**config.mk**
```make
export PLATFORM = sky130hd
export DESIGN_NAME = pbpwr_ctrl
export DESIGN_NICKNAME = d
export VERILOG_FILES = /design/src/rtl/pbpwr_pkg.sv /design/src/rtl/pbpwr_lowtimer.sv /design/src/rtl/pbpwr_fsm.sv /design/src/rtl/pbpwr_ctrl.sv
export SDC_FILE = /design/constraint.sdc
export NUM_CORES = 1
export LEC_CHECK = 0
export ABC_AREA = 1
export BUFFER_PORTS_ARGS = -buffer_cell sky130_fd_sc_hd__buf_2
export CORE_ASPECT_RATIO = 0.5
export CORE_MARGIN = 2
export CORE_UTILIZATION = 50
export CTS_BUF_LIST = sky130_fd_sc_hd__clkbuf_8
export CTS_CLUSTER_SIZE = 24
export DETAILED_ROUTE_END_ITERATION = 7
export PLACE_DENSITY = 0.68
export SLEW_MARGIN = 20
export SYNTH_ARGS = -nofsm -noshare
export SYNTH_HDL_FRONTEND = slang
export SYNTH_SLANG_ARGS = --single-unit
export TNS_END_PERCENT = 30
```
**constraint.sdc**
```tcl
create_clock -name clk -period 1.9 [get_ports clk]
set_clock_uncertainty 0.05 [all_clocks]
set_input_delay 0.19 -clock clk [delete_from_list [all_inputs] [get_ports clk]]
set_output_delay 0.19 -clock clk [all_outputs]
set_load 0.005 [all_outputs]
```
**src/rtl/pbpwr_pkg.sv**
```systemverilog
package pbpwr_pkg;

    typedef enum logic [2:0] {
        ST_OFF   = 3'd0,
        ST_WREL  = 3'd1,
        ST_BLANK = 3'd2,
        ST_ON    = 3'd3,
        ST_IRQ   = 3'd4
    } pwr_st_t;

    typedef struct packed {
        logic en_on;
        logic irq_act;
    } pwr_out_t;

    function automatic pwr_out_t decode_out(pwr_st_t s);
        pwr_out_t o;
        o.en_on   = (s == ST_BLANK) || (s == ST_ON) || (s == ST_IRQ);
        o.irq_act = (s == ST_IRQ);
        return o;
    endfunction

endpackage

```
**src/rtl/pbpwr_lowtimer.sv**
```systemverilog
module pbpwr_lowtimer #(
    parameter int CW = 10
) (
    input  logic          clk,
    input  logic          rst,
    input  logic          ms_tick,
    input  logic          lvl_n,
    output logic [CW-1:0] cnt
);
    localparam logic [CW-1:0] CMAX = {CW{1'b1}};

    always_ff @(posedge clk) begin
        if (rst || lvl_n) begin
            cnt <= '0;
        end else if (ms_tick && cnt != CMAX) begin
            cnt <= cnt + 1'b1;
        end
    end
endmodule

```
**src/rtl/pbpwr_fsm.sv**
```systemverilog
module pbpwr_fsm
    import pbpwr_pkg::*;
#(
    parameter int CW         = 10,
    parameter int TW         = 11,
    parameter int DLYW       = 8,
    parameter int DB_ON_MS   = 32,
    parameter int DB_OFF_MS  = 32,
    parameter int UV_MS      = 32,
    parameter int BLANK_MS   = 512,
    parameter int PD_MIN_MS  = 64,
    parameter int INT_MIN_MS = 32
) (
    input  logic            clk,
    input  logic            rst,
    input  logic            ms_tick,
    input  logic            pb_n,
    input  logic            uv_ok,
    input  logic            kill_n,
    input  logic [DLYW-1:0] extra_dly_ms,
    input  logic [CW-1:0]   pb_cnt,
    input  logic [CW-1:0]   uv_cnt,
    output pwr_st_t         st
);
    localparam logic [CW-1:0] DBON_T = CW'(DB_ON_MS);
    localparam logic [CW-1:0] DBOF_T = CW'(DB_OFF_MS);
    localparam logic [CW-1:0] UV_T   = CW'(UV_MS);
    localparam logic [TW-1:0] BLK_T  = TW'(BLANK_MS);
    localparam logic [TW-1:0] INT_T  = TW'(INT_MIN_MS);
    localparam logic [TW-1:0] TMAX   = {TW{1'b1}};

    pwr_st_t       nxt;
    logic [TW-1:0] tcnt;
    logic          tclr;
    logic          need_rel;
    logic [CW-1:0] pd_t;

    assign pd_t = CW'(PD_MIN_MS) + CW'(extra_dly_ms);

    always_comb begin
        nxt  = st;
        tclr = 1'b0;
        unique case (st)
            ST_OFF: begin
                if (pb_cnt >= DBON_T) begin
                    nxt  = uv_ok ? ST_BLANK : ST_WREL;
                    tclr = 1'b1;
                end
            end
            ST_WREL: begin
                if (pb_n) nxt = ST_OFF;
            end
            ST_BLANK: begin
                if (tcnt >= BLK_T) nxt = kill_n ? ST_ON : ST_WREL;
            end
            ST_ON: begin
                if (!kill_n) begin
                    nxt = ST_WREL;
                end else if ((pb_cnt >= DBOF_T && !need_rel) || uv_cnt >= UV_T) begin
                    nxt  = ST_IRQ;
                    tclr = 1'b1;
                end
            end
            ST_IRQ: begin
                if (!kill_n || pb_cnt >= pd_t || uv_cnt >= pd_t) begin
                    nxt = ST_WREL;
                end else if (tcnt >= INT_T && pb_n && uv_ok) begin
                    nxt = ST_ON;
                end
            end
            default: nxt = ST_OFF;
        endcase
    end

    always_ff @(posedge clk) begin
        if (rst) begin
            st       <= ST_OFF;
            tcnt     <= '0;
            need_rel <= 1'b0;
        end else begin
            st <= nxt;
            if (tclr) begin
                tcnt <= '0;
            end else if (ms_tick && tcnt != TMAX) begin
                tcnt <= tcnt + 1'b1;
            end
            if (st == ST_OFF && nxt == ST_BLANK) begin
                need_rel <= 1'b1;
            end else if (pb_n) begin
                need_rel <= 1'b0;
            end
        end
    end
endmodule

```
**src/rtl/pbpwr_ctrl.sv**
```systemverilog
module pbpwr_ctrl
    import pbpwr_pkg::*;
#(
    parameter int DLYW        = 8,
    parameter int DB_ON_MS    = 32,
    parameter int DB_OFF_MS   = 32,
    parameter int UV_MS       = 32,
    parameter int BLANK_MS    = 512,
    parameter int PD_MIN_MS   = 64,
    parameter int INT_MIN_MS  = 32,
    parameter bit EN_ACT_HIGH = 1'b1
) (
    input  logic            clk,
    input  logic            rst,
    input  logic            ms_tick,
    input  logic            pb_n,
    input  logic            uv_ok,
    input  logic            kill_n,
    input  logic [DLYW-1:0] extra_dly_ms,
    output logic            pwr_en,
    output logic            irq_n
);
    localparam int CW = $clog2(PD_MIN_MS + (1 << DLYW)) + 1;
    localparam int TW = $clog2(BLANK_MS + INT_MIN_MS + 1) + 1;

    logic [CW-1:0] pb_cnt;
    logic [CW-1:0] uv_cnt;
    pwr_st_t       st;
    pwr_out_t      outs;
    logic          en_on;

    pbpwr_lowtimer #(.CW(CW)) u_pb_tmr (
        .clk(clk), .rst(rst), .ms_tick(ms_tick), .lvl_n(pb_n), .cnt(pb_cnt)
    );

    pbpwr_lowtimer #(.CW(CW)) u_uv_tmr (
        .clk(clk), .rst(rst), .ms_tick(ms_tick), .lvl_n(uv_ok), .cnt(uv_cnt)
    );

    pbpwr_fsm #(
        .CW(CW), .TW(TW), .DLYW(DLYW),
        .DB_ON_MS(DB_ON_MS), .DB_OFF_MS(DB_OFF_MS), .UV_MS(UV_MS),
        .BLANK_MS(BLANK_MS), .PD_MIN_MS(PD_MIN_MS), .INT_MIN_MS(INT_MIN_MS)
    ) u_fsm (
        .clk(clk), .rst(rst), .ms_tick(ms_tick), .pb_n(pb_n), .uv_ok(uv_ok),
        .kill_n(kill_n), .extra_dly_ms(extra_dly_ms),
        .pb_cnt(pb_cnt), .uv_cnt(uv_cnt), .st(st)
    );

    assign outs  = decode_out(st);
    assign en_on = outs.en_on;
    assign irq_n = ~outs.irq_act;

    generate
        if (EN_ACT_HIGH) begin : g_en_hi
            assign pwr_en = en_on;
        end else begin : g_en_lo
            assign pwr_en = ~en_on;
        end
    endgenerate
endmodule

```
==> metrics, run 1 <==
status=finished, final reports clean; die area=~5700 µm²; Slew Viols, Final=0; Slowest-stage cell, CP=dfxtp_1; CP Cell Sequence=ha_1, nand3_1, nor2_1, a21oi_2, inv_1, nor2_1, a211oi_1; sequential area share after synthesis=0.274; synth warn=0; final WL=5360 µm; cts repair resizes=0; Multi-input gate area=roughly 1600 µm²; synth unique cells=29; worst rel slew slack=0.758; CTS Sinks=35; post-synthesis net count=around 420; HPWL after detailed placement=between 4000 and 5000 µm; io pins=16; Post-synth top flop=dfxtp_1; setup ws final=about 230 ps; CP max stage delay=about 400 ps; antenna violations before repair=0; total CTS buffers=5; TNS Setup=0 ps; Detail Route Antenna Nets=0; Mapped Area=~2600 µm²; total grt overflow=0; Total Power=1.40 mW; Final Setup Violations=0; max cap viols=0; clock root cell=clkbuf_8; H-Tree Depth=2; Clock Latency Late Sink=290 ps; nets=442; Filler cells=507; Worst R2R Path Depth=7; asr flop ratio synth=0; Post-Syn Instances=380; Overall Global Routing Usage=0.203; largest net degree at the start of global routing=12; Hold Path Class=primary input to register; Initial Util=0.518; number of synthesized register bits=35; Die Wd=~110 µm; Leakage=around 1.2 nW; fmax=about 0.60 GHz; vias in the first global route=between 2000 and 2500; PwrDens=a little over 500 nW/µm²; number of synthesized flops with an enable pin=0; Commonest cells post-synth=nand2_1, inv_1, nor2_1; most common cell in the netlist=nand2_1; WL/cell=roughly 11 µm; # diodes=0; CTS clk-pin slew, worst paths=70 ps; post-route cell area=roughly 2800 µm²; clk buf depth=2; core area=between 4000 and 5000 µm²; CP arrival=between 1500 and 2000 ps; Cell Rows=18; Hold Crit Depth=2; Peak VDD IR=around 0.25 mV; Post-Synthesis Mean Instance Area=just under 7 µm²; setup repair bufs after CTS=0; port bufs=15; synth top area cells=dfxtp_1, nand2_1, ha_1; # hold bufs at CTS=0; placed standard-cell area=2710 µm²; drt initial violations=78; Residual DRC=0; Most common cell on crit path=nor2_1; Req. time, crit path=between 2000 and 2500 ps; CP max FO=8; CTS tree=built; RSZ-0062 raised after global routing=false; Setup crit end kind=register; global-route wire length before repair=approximately 9000 µm; CP Class=register to register; vias per cell=4.98; P&R area growth vs syn=9.10%; routability cong.=0.866; final hold violations=0; layout cells sized above 1=0.121; CP Launch Type=register; Worst-Margin Slew=361 ps; min Tclk post-route=~1700 ps; final period utilization=0.879; dpl ws=between 100 and 150 ps; Die Y=roughly 55 µm; Synth top area share=0.274; register area=between 700 and 800 µm²; vias=around 2400; DRT Pass-1 Iters=4; biggest area consumer among synthesized cells=dfxtp_1
[sequential cells by signal, indices dropped and copies added, names as in the netlist]
name / flops
u_uv_tmr.cnt: 10
u_fsm.tcnt: 11
u_fsm.need_rel: 1
u_pb_tmr.cnt: 10
u_fsm.st: 3
[metal layers]
layer,up-vias,track usage,wire (µm)
met3,0,0.0512,218
met1,1075,0.263,2690
met5,-,0,0
met4,0,0.0244,0
met2,32,0.361,2450
li1,1252,-,-
[worst paths after layout]
| check | from | endpoint | slack, ps |
|---|---|---|---|
| setup / recovery | u_uv_tmr.cnt[0] | u_uv_tmr.cnt[1] | 230 |
| hold / removal | rst | u_fsm.st[2] | 80 |
| hold reg to reg | u_fsm.tcnt[10] | u_fsm.tcnt[10] | 430 |
| setup reg to reg | u_uv_tmr.cnt[0] | u_uv_tmr.cnt[1] | 230 |
[area by class of cell]
class / instances / area share
timing repair buffer: 20 / 0.0404
multi-input combinational: 287 / 0.575
sequential: 35 / 0.251
clock inverter: 3 / 0.00449
clock buffer: 5 / 0.0247
tap: 70 / 0.0314
inverter: 54 / 0.0727
[cells by family after synthesis]
family | Yosys count | synth area share
and+or+nand+nor | 197 | 0.333
buffers and inverters | 58 | 0.0984
AOI/OAI and AO/OA | 49 | 0.117
DFF | 35 | 0.274
adders and majority gates | 25 | 0.122
xor gates and xnor gates | 16 | 0.0548
[power by group]
group | internal [mW] | total, mW | switching [mW]
sequential | 0.740 | 0.748 | 0.00827
clock | 0.247 | 0.515 | 0.268
combinational | 0.0496 | 0.140 | 0.0906
total | 1.04 | 1.40 | 0.367
[stage by stage]
step           std cells  hold WS [ps]  utilization
6_report             474          79.8        0.565
5_1_grt              474           102        0.565
4_1_cts              474          71.2        0.565
3_5_place_dp         466           382        0.549
3_3_place_gp         466           375        0.549
2_1_floorplan        380           209            -
[cells in the final DEF, fill, tap and decap left out, types with 3 or more instances in the layout]
master,n
a21oi_1,24
a21oi_2,11
buf_2,15
buf_4,5
clkbuf_8,5
dfxtp_1,35
ha_1,25
inv_1,55
nand2_1,109
nand2_2,3
nand3_1,19
nand4_1,4
nor2_1,45
nor3_1,7
o21ai_0,10
xnor2_1,6
xor2_1,10
[critical path, delay by kind of cell, from the launching register on]
kind	cells	cell delay, ps
compound gates	2	280
fa+ha+maj	1	250
buf+inv	1	230
flops	1	400
simple gates	3	390
Note: power is estimated with default switching activity, not from simulation.
==> run 2, diff against run 1 <==
--- a/config.mk
+++ b/config.mk
@@ -6,7 +6,7 @@
 export NUM_CORES = 1
 export LEC_CHECK = 0
 export ABC_AREA = 1
-export BUFFER_PORTS_ARGS = -buffer_cell sky130_fd_sc_hd__buf_2
+export BUFFER_PORTS_ARGS = -buffer_cell sky130_fd_sc_hd__buf_4
 export CORE_ASPECT_RATIO = 0.5
 export CORE_MARGIN = 2
 export CORE_UTILIZATION = 50
==> metrics, run 2 (synthesis results as in run 1) <==
Slowest-stage cell, CP=dfxtp_1; vias in the first global route=2165 (+6.3%); total CTS buffers=5 (unchanged); Most common cell on crit path=inv_1; CTS Sinks=35 (unchanged); CTS clk-pin slew, worst paths=80 ps (about the same); min Tclk post-route=1720 ps (+48.4 ps); TNS Setup=0 ps (unchanged); layout cells sized above 1=0.124 (+0.00248); CP max FO=4 (-4); HPWL after detailed placement=4340 µm (+2.1%); Cell Rows=18 (unchanged); Internal=1.12 mW (+8.4%); Most flops, register=u_fsm.tcnt; switch share=0.259 (-0.00250); Reg2Reg Capture Point=u_pb_tmr.cnt[6]; Residual DRC=0 (unchanged); Die Wd=105 µm (unchanged); total grt overflow=0 (unchanged); Final Setup Violations=0 (unchanged); Worst-Margin Slew=409 ps (+48.0 ps); Slew Viols, Final=0 (unchanged); CP Class=register to output port; Req. time, crit path=1660 ps (-400 ps); core area=4930 µm² (unchanged); CP Launch Type=register; RR Startpoint=u_pb_tmr.cnt[1]; antenna violations before repair=0 (unchanged); buffer and inverter count on the worst path=3 (+2); clock root cell=clkbuf_8; Layout Cells excl Fill=474 (unchanged); H-Tree Depth=2 (unchanged); worst rel slew slack=0.726 (-0.0322); Total Power=1.52 mW (+8.1%); routability cong.=0.891 (+2.9%); PwrDens=533 nW/µm² (+5.9%); fmax=0.582 GHz (-2.8%); Peak VDD IR=0.264 mV (+4.3%); Leakage=1.24 nW (+1.5%); vias per cell=5.02 (+0.93%); Detail Route Antenna Nets=0 (unchanged); Filler cells=484 (-4.5%); Worst R2R Path Depth=7 (unchanged); port bufs=15 (unchanged); Setup crit start=u_fsm.st[2]; Final Core Density=0.577 (+0.0114); CP top delay family=flip-flops; final WL=5590 µm (+4.4%); # diodes=0 (unchanged); Setup crit end kind=output port; biggest regs=u_fsm.tcnt (11), u_pb_tmr.cnt (10), u_uv_tmr.cnt (10); Psw=0.393 mW (+7.0%); drt initial violations=169 (+120%); CTS tree=built; max reg flops=11 (unchanged); CP arrival=1480 ps (-350 ps); DRT Pass-1 Iters=4 (unchanged); vias=2381 (+0.93%); Logic pwr share=0.099 (about the same); CP Cell Sequence=inv_1, nor3_1, inv_1, o21ai_0, buf_4; largest net degree at the start of global routing=12 (unchanged); setup repair bufs after CTS=0 (unchanged); Flop pwr share=0.493 (-0.040); # hold bufs at CTS=0 (unchanged); die area=5740 µm² (unchanged); commonest non-fill, non-tap cells in the layout=nand2_1, inv_1, nor2_1; clk buf depth=2 (unchanged); Initial Util=0.518 (unchanged); WL/cell=11.8 µm (+4.4%); final period utilization=0.904 (+0.0255); dpl cells=466 (unchanged); Die Y=54.6 µm (unchanged); nets=442 (unchanged); final hold violations=0 (unchanged); status=finished, final reports clean; CP endpoint=pwr_en; Overall Global Routing Usage=0.214 (+0.0107); io pins=16 (unchanged); global-route wire length before repair=9540 µm (+4.2%); flop-to-flop setup slack=220 ps (about the same); Hold Path Class=primary input to register; CP max stage delay=380 ps (-20 ps); commonest non-fill, non-tap cell in the layout=nand2_1; Clock Power Share=0.408 (+0.041); cts repair resizes=0 (unchanged); Clock Latency Late Sink=290 ps (about the same); max cap viols=0 (unchanged); Levels on crit path=5 (-2); P&R area growth vs syn=11.3%; RSZ-0062 raised after global routing=false
run 2: layer usage:
metal  global-route usage  up-vias  wire length, µm
met4               0.0667        0               29
met2                0.368       20             2540
met5                    0        -                0
li1                     -     1256                -
met3               0.0524        4              170
met1                0.273     1101             2850
run 2: per-stage QoR:
stage / hold WS, ps / worst slack, ps / instance area [µm²]
CTS: 36.3 / 221 / 2850
detailed placement: 353 / 118 / 2750
global placement: 346 / 228 / 2750
finish: 37.5 / 182 / 2850
global route: 41.9 / 47.6 / 2850
floorplan: 209 / 439 / 2560
run 2: worst min path at each step:
stage               from          end  slack, ps  cells after the start
floorplan            rst  u_fsm.st[0]        210                      1
global placement     rst  u_fsm.st[0]        350                      2
detailed placement   rst  u_fsm.st[2]        350                      2
CTS                  rst  u_fsm.st[2]         40                      2
global route         rst  u_fsm.st[2]         40                      2
finish               rst  u_fsm.st[2]         40                      2
run 2: cell type report:
class                      instances  area, µm²  area share
inverter                          54        203      0.0712
timing repair buffer              20        150      0.0528
clock inverter                     1       3.75     0.00132
tap                               70       87.6      0.0308
multi-input combinational        287       1600       0.564
clock buffer                       7       96.3      0.0339
sequential                        35        701       0.246
run 2: power groups by stage:
stage	logic (mW)	clock network (mW)	registers, mW
5_1_grt	0.173	0.664	0.750
2_1_floorplan	0.0990	0	0.763
4_1_cts	0.151	0.629	0.748
6_report	0.150	0.618	0.748
3_3_place_gp	0.144	0	0.765
3_5_place_dp	0.149	0	0.765
==> run 3, diff against run 2 <==
--- a/config.mk
+++ b/config.mk
@@ -7,15 +7,16 @@
 export LEC_CHECK = 0
 export ABC_AREA = 1
 export BUFFER_PORTS_ARGS = -buffer_cell sky130_fd_sc_hd__buf_4
-export CORE_ASPECT_RATIO = 0.5
+export CORE_ASPECT_RATIO = 1.1
 export CORE_MARGIN = 2
 export CORE_UTILIZATION = 50
 export CTS_BUF_LIST = sky130_fd_sc_hd__clkbuf_8
 export CTS_CLUSTER_SIZE = 24
 export DETAILED_ROUTE_END_ITERATION = 7
 export PLACE_DENSITY = 0.68
+export SETUP_SLACK_MARGIN = 0.5
 export SLEW_MARGIN = 20
 export SYNTH_ARGS = -nofsm -noshare
 export SYNTH_HDL_FRONTEND = slang
 export SYNTH_SLANG_ARGS = --single-unit
-export TNS_END_PERCENT = 30
+export TNS_END_PERCENT = 50
==> metrics, run 3 (synthesis results as in run 1) <==
io pins=16 (unchanged); fmax=0.657 GHz (+13%); DRT Pass-1 Iters=5 (+1); PwrDens=443 nW/µm² (-17%); antenna violations before repair=0 (unchanged); Leakage=1.38 nW (+12%); Slew Viols, Final=0 (unchanged); CTS Sinks=35 (unchanged); Hold Path Class=primary input to register; Req. time, crit path=2070 ps (+410 ps); Final Core Density=0.675 (+0.0984); Clock Latency Late Sink=280 ps (about the same); max reg flops=11 (unchanged); CTS clk-pin slew, worst paths=70 ps (about the same); nets=459 (+3.8%); Setup crit end kind=register; TNS Setup=0 ps (unchanged); Die Y=79.0 µm (+45%); largest net degree at the start of global routing=11 (-1); biggest regs=u_fsm.tcnt (11), u_pb_tmr.cnt (10), u_uv_tmr.cnt (10); Detail Route Antenna Nets=0 (unchanged); CP Launch Type=register; CTS tree=built; P&R area growth vs syn=31.2%; max cap viols=0 (unchanged); vias=2516 (+5.7%); Final Setup Violations=0 (unchanged); die area=5700 µm² (-0.59%); CP Cell Sequence=buf_6, ha_4, and3_4, nand4_1, nand2_4, buf_8, o21ai_2, nand2_1, nor2_1; Die Wd=72.2 µm (-31%); commonest non-fill, non-tap cell in the layout=nand2_1; clock root cell=clkbuf_8; CP max FO=7 (+3); Worst-Margin Slew=435 ps (+26.4 ps); # hold bufs at CTS=0 (unchanged); final hold violations=0 (unchanged); vias in the first global route=2380 (+9.9%); Cell Rows=27 (+9); Most flops, register=u_fsm.tcnt; status=finished, final reports clean; HPWL after detailed placement=4350 µm (+0.16%); # diodes=0 (unchanged); H-Tree Depth=2 (unchanged); vias per cell=5.25 (+4.6%); port bufs=15 (unchanged); WL/cell=13.3 µm (+13%); layout cells sized above 1=0.340 (+0.216); final WL=6380 µm (+14%); min Tclk post-route=1520 ps (-196 ps); worst rel slew slack=0.709 (-0.0162); Hold Crit Depth=2 (unchanged); Initial Util=0.515 (-0.00353); Worst R2R Path Depth=9 (+2); final period utilization=0.801 (-0.103); total grt overflow=0 (unchanged); CP arrival=1690 ps (+210 ps); RSZ-0062 raised after global routing=true; global-route wire length before repair=10900 µm (+15%); commonest non-fill, non-tap cells in the layout=nand2_1, inv_1, nor2_1; core area=4970 µm² (+0.68%); Residual DRC=0 (unchanged); Total Power=1.49 mW (-2.0%); routability cong.=0.880 (-1.2%); Slowest-stage cell, CP=dfxtp_2; Peak VDD IR=0.259 mV (-1.8%); Overall Global Routing Usage=0.244 (+0.0300); CP Class=register to register; clk buf depth=2 (unchanged); CP max stage delay=330 ps (-50 ps); total CTS buffers=5 (unchanged); drt initial violations=188 (+11%)
## run 3: where the power goes
| group | total, mW | switching, mW | internal, mW |
|---|---|---|---|
| sequential | 0.746 | 0.00950 | 0.737 |
| clock | 0.518 | 0.272 | 0.247 |
| combinational | 0.221 | 0.124 | 0.0971 |
| total | 1.49 | 0.405 | 1.08 |
## run 3: what timing repair did
action | 4_1_cts | 5_1_grt
setup endpoints to repair | 36 | 35
pin swaps | 14 | 19
buffers inserted | 14 | 3
resized for setup | 54 | 45
cloned | 2 | 0
## run 3: path summary, 6_finish.rpt
| check | slack [ps] | end | from |
|---|---|---|---|
| max | 380 | u_pb_tmr.cnt[3] | u_pb_tmr.cnt[0] |
| min | 80 | u_fsm.st[0] | rst |
| max reg2reg | 380 | u_pb_tmr.cnt[3] | u_pb_tmr.cnt[0] |
| min reg2reg | 450 | u_uv_tmr.cnt[9] | u_uv_tmr.cnt[9] |
## run 3: critical path: cells and delay by family, from the launching register on
kind | cells | cell delay [ps]
AOI/OAI and AO/OA | 1 | 100
buffers and inverters | 2 | 270
adders and majority gates | 1 | 150
and+or+nand+nor | 5 | 560
DFF | 1 | 330
## run 3: layout make-up
cell class	instances	area, µm²
fill	430	1610
tap	58	72.6
multi-input combinational	288	1930
timing repair buffer	36	318
sequential	35	741
inverter	54	210
clock buffer	5	68.8
clock inverter	3	12.5
## run 3: metal layers
layer | global-route usage | wire length [µm] | up-vias | share of wire
met5 | 0 | 0 | - | 0
met4 | 0.0792 | 135 | 0 | 0.021
met3 | 0.0533 | 226 | 13 | 0.035
met2 | 0.398 | 3070 | 42 | 0.48
met1 | 0.316 | 2950 | 1167 | 0.46
li1 | - | - | 1294 | -
## run 3: stage by stage
| step | setup WS (ps) | hold slack [ps] | std cells | instance area (µm²) |
|---|---|---|---|---|
| final | 379 | 81.6 | 479 | 3350 |
| after global routing | 306 | 79.2 | 479 | 3350 |
| after CTS | 399 | 73.5 | 476 | 3170 |
| after detailed placement | 237 | 376 | 452 | 2760 |
| after global placement | 282 | 375 | 452 | 2760 |
| after floorplan | 487 | 209 | 380 | 2600 |
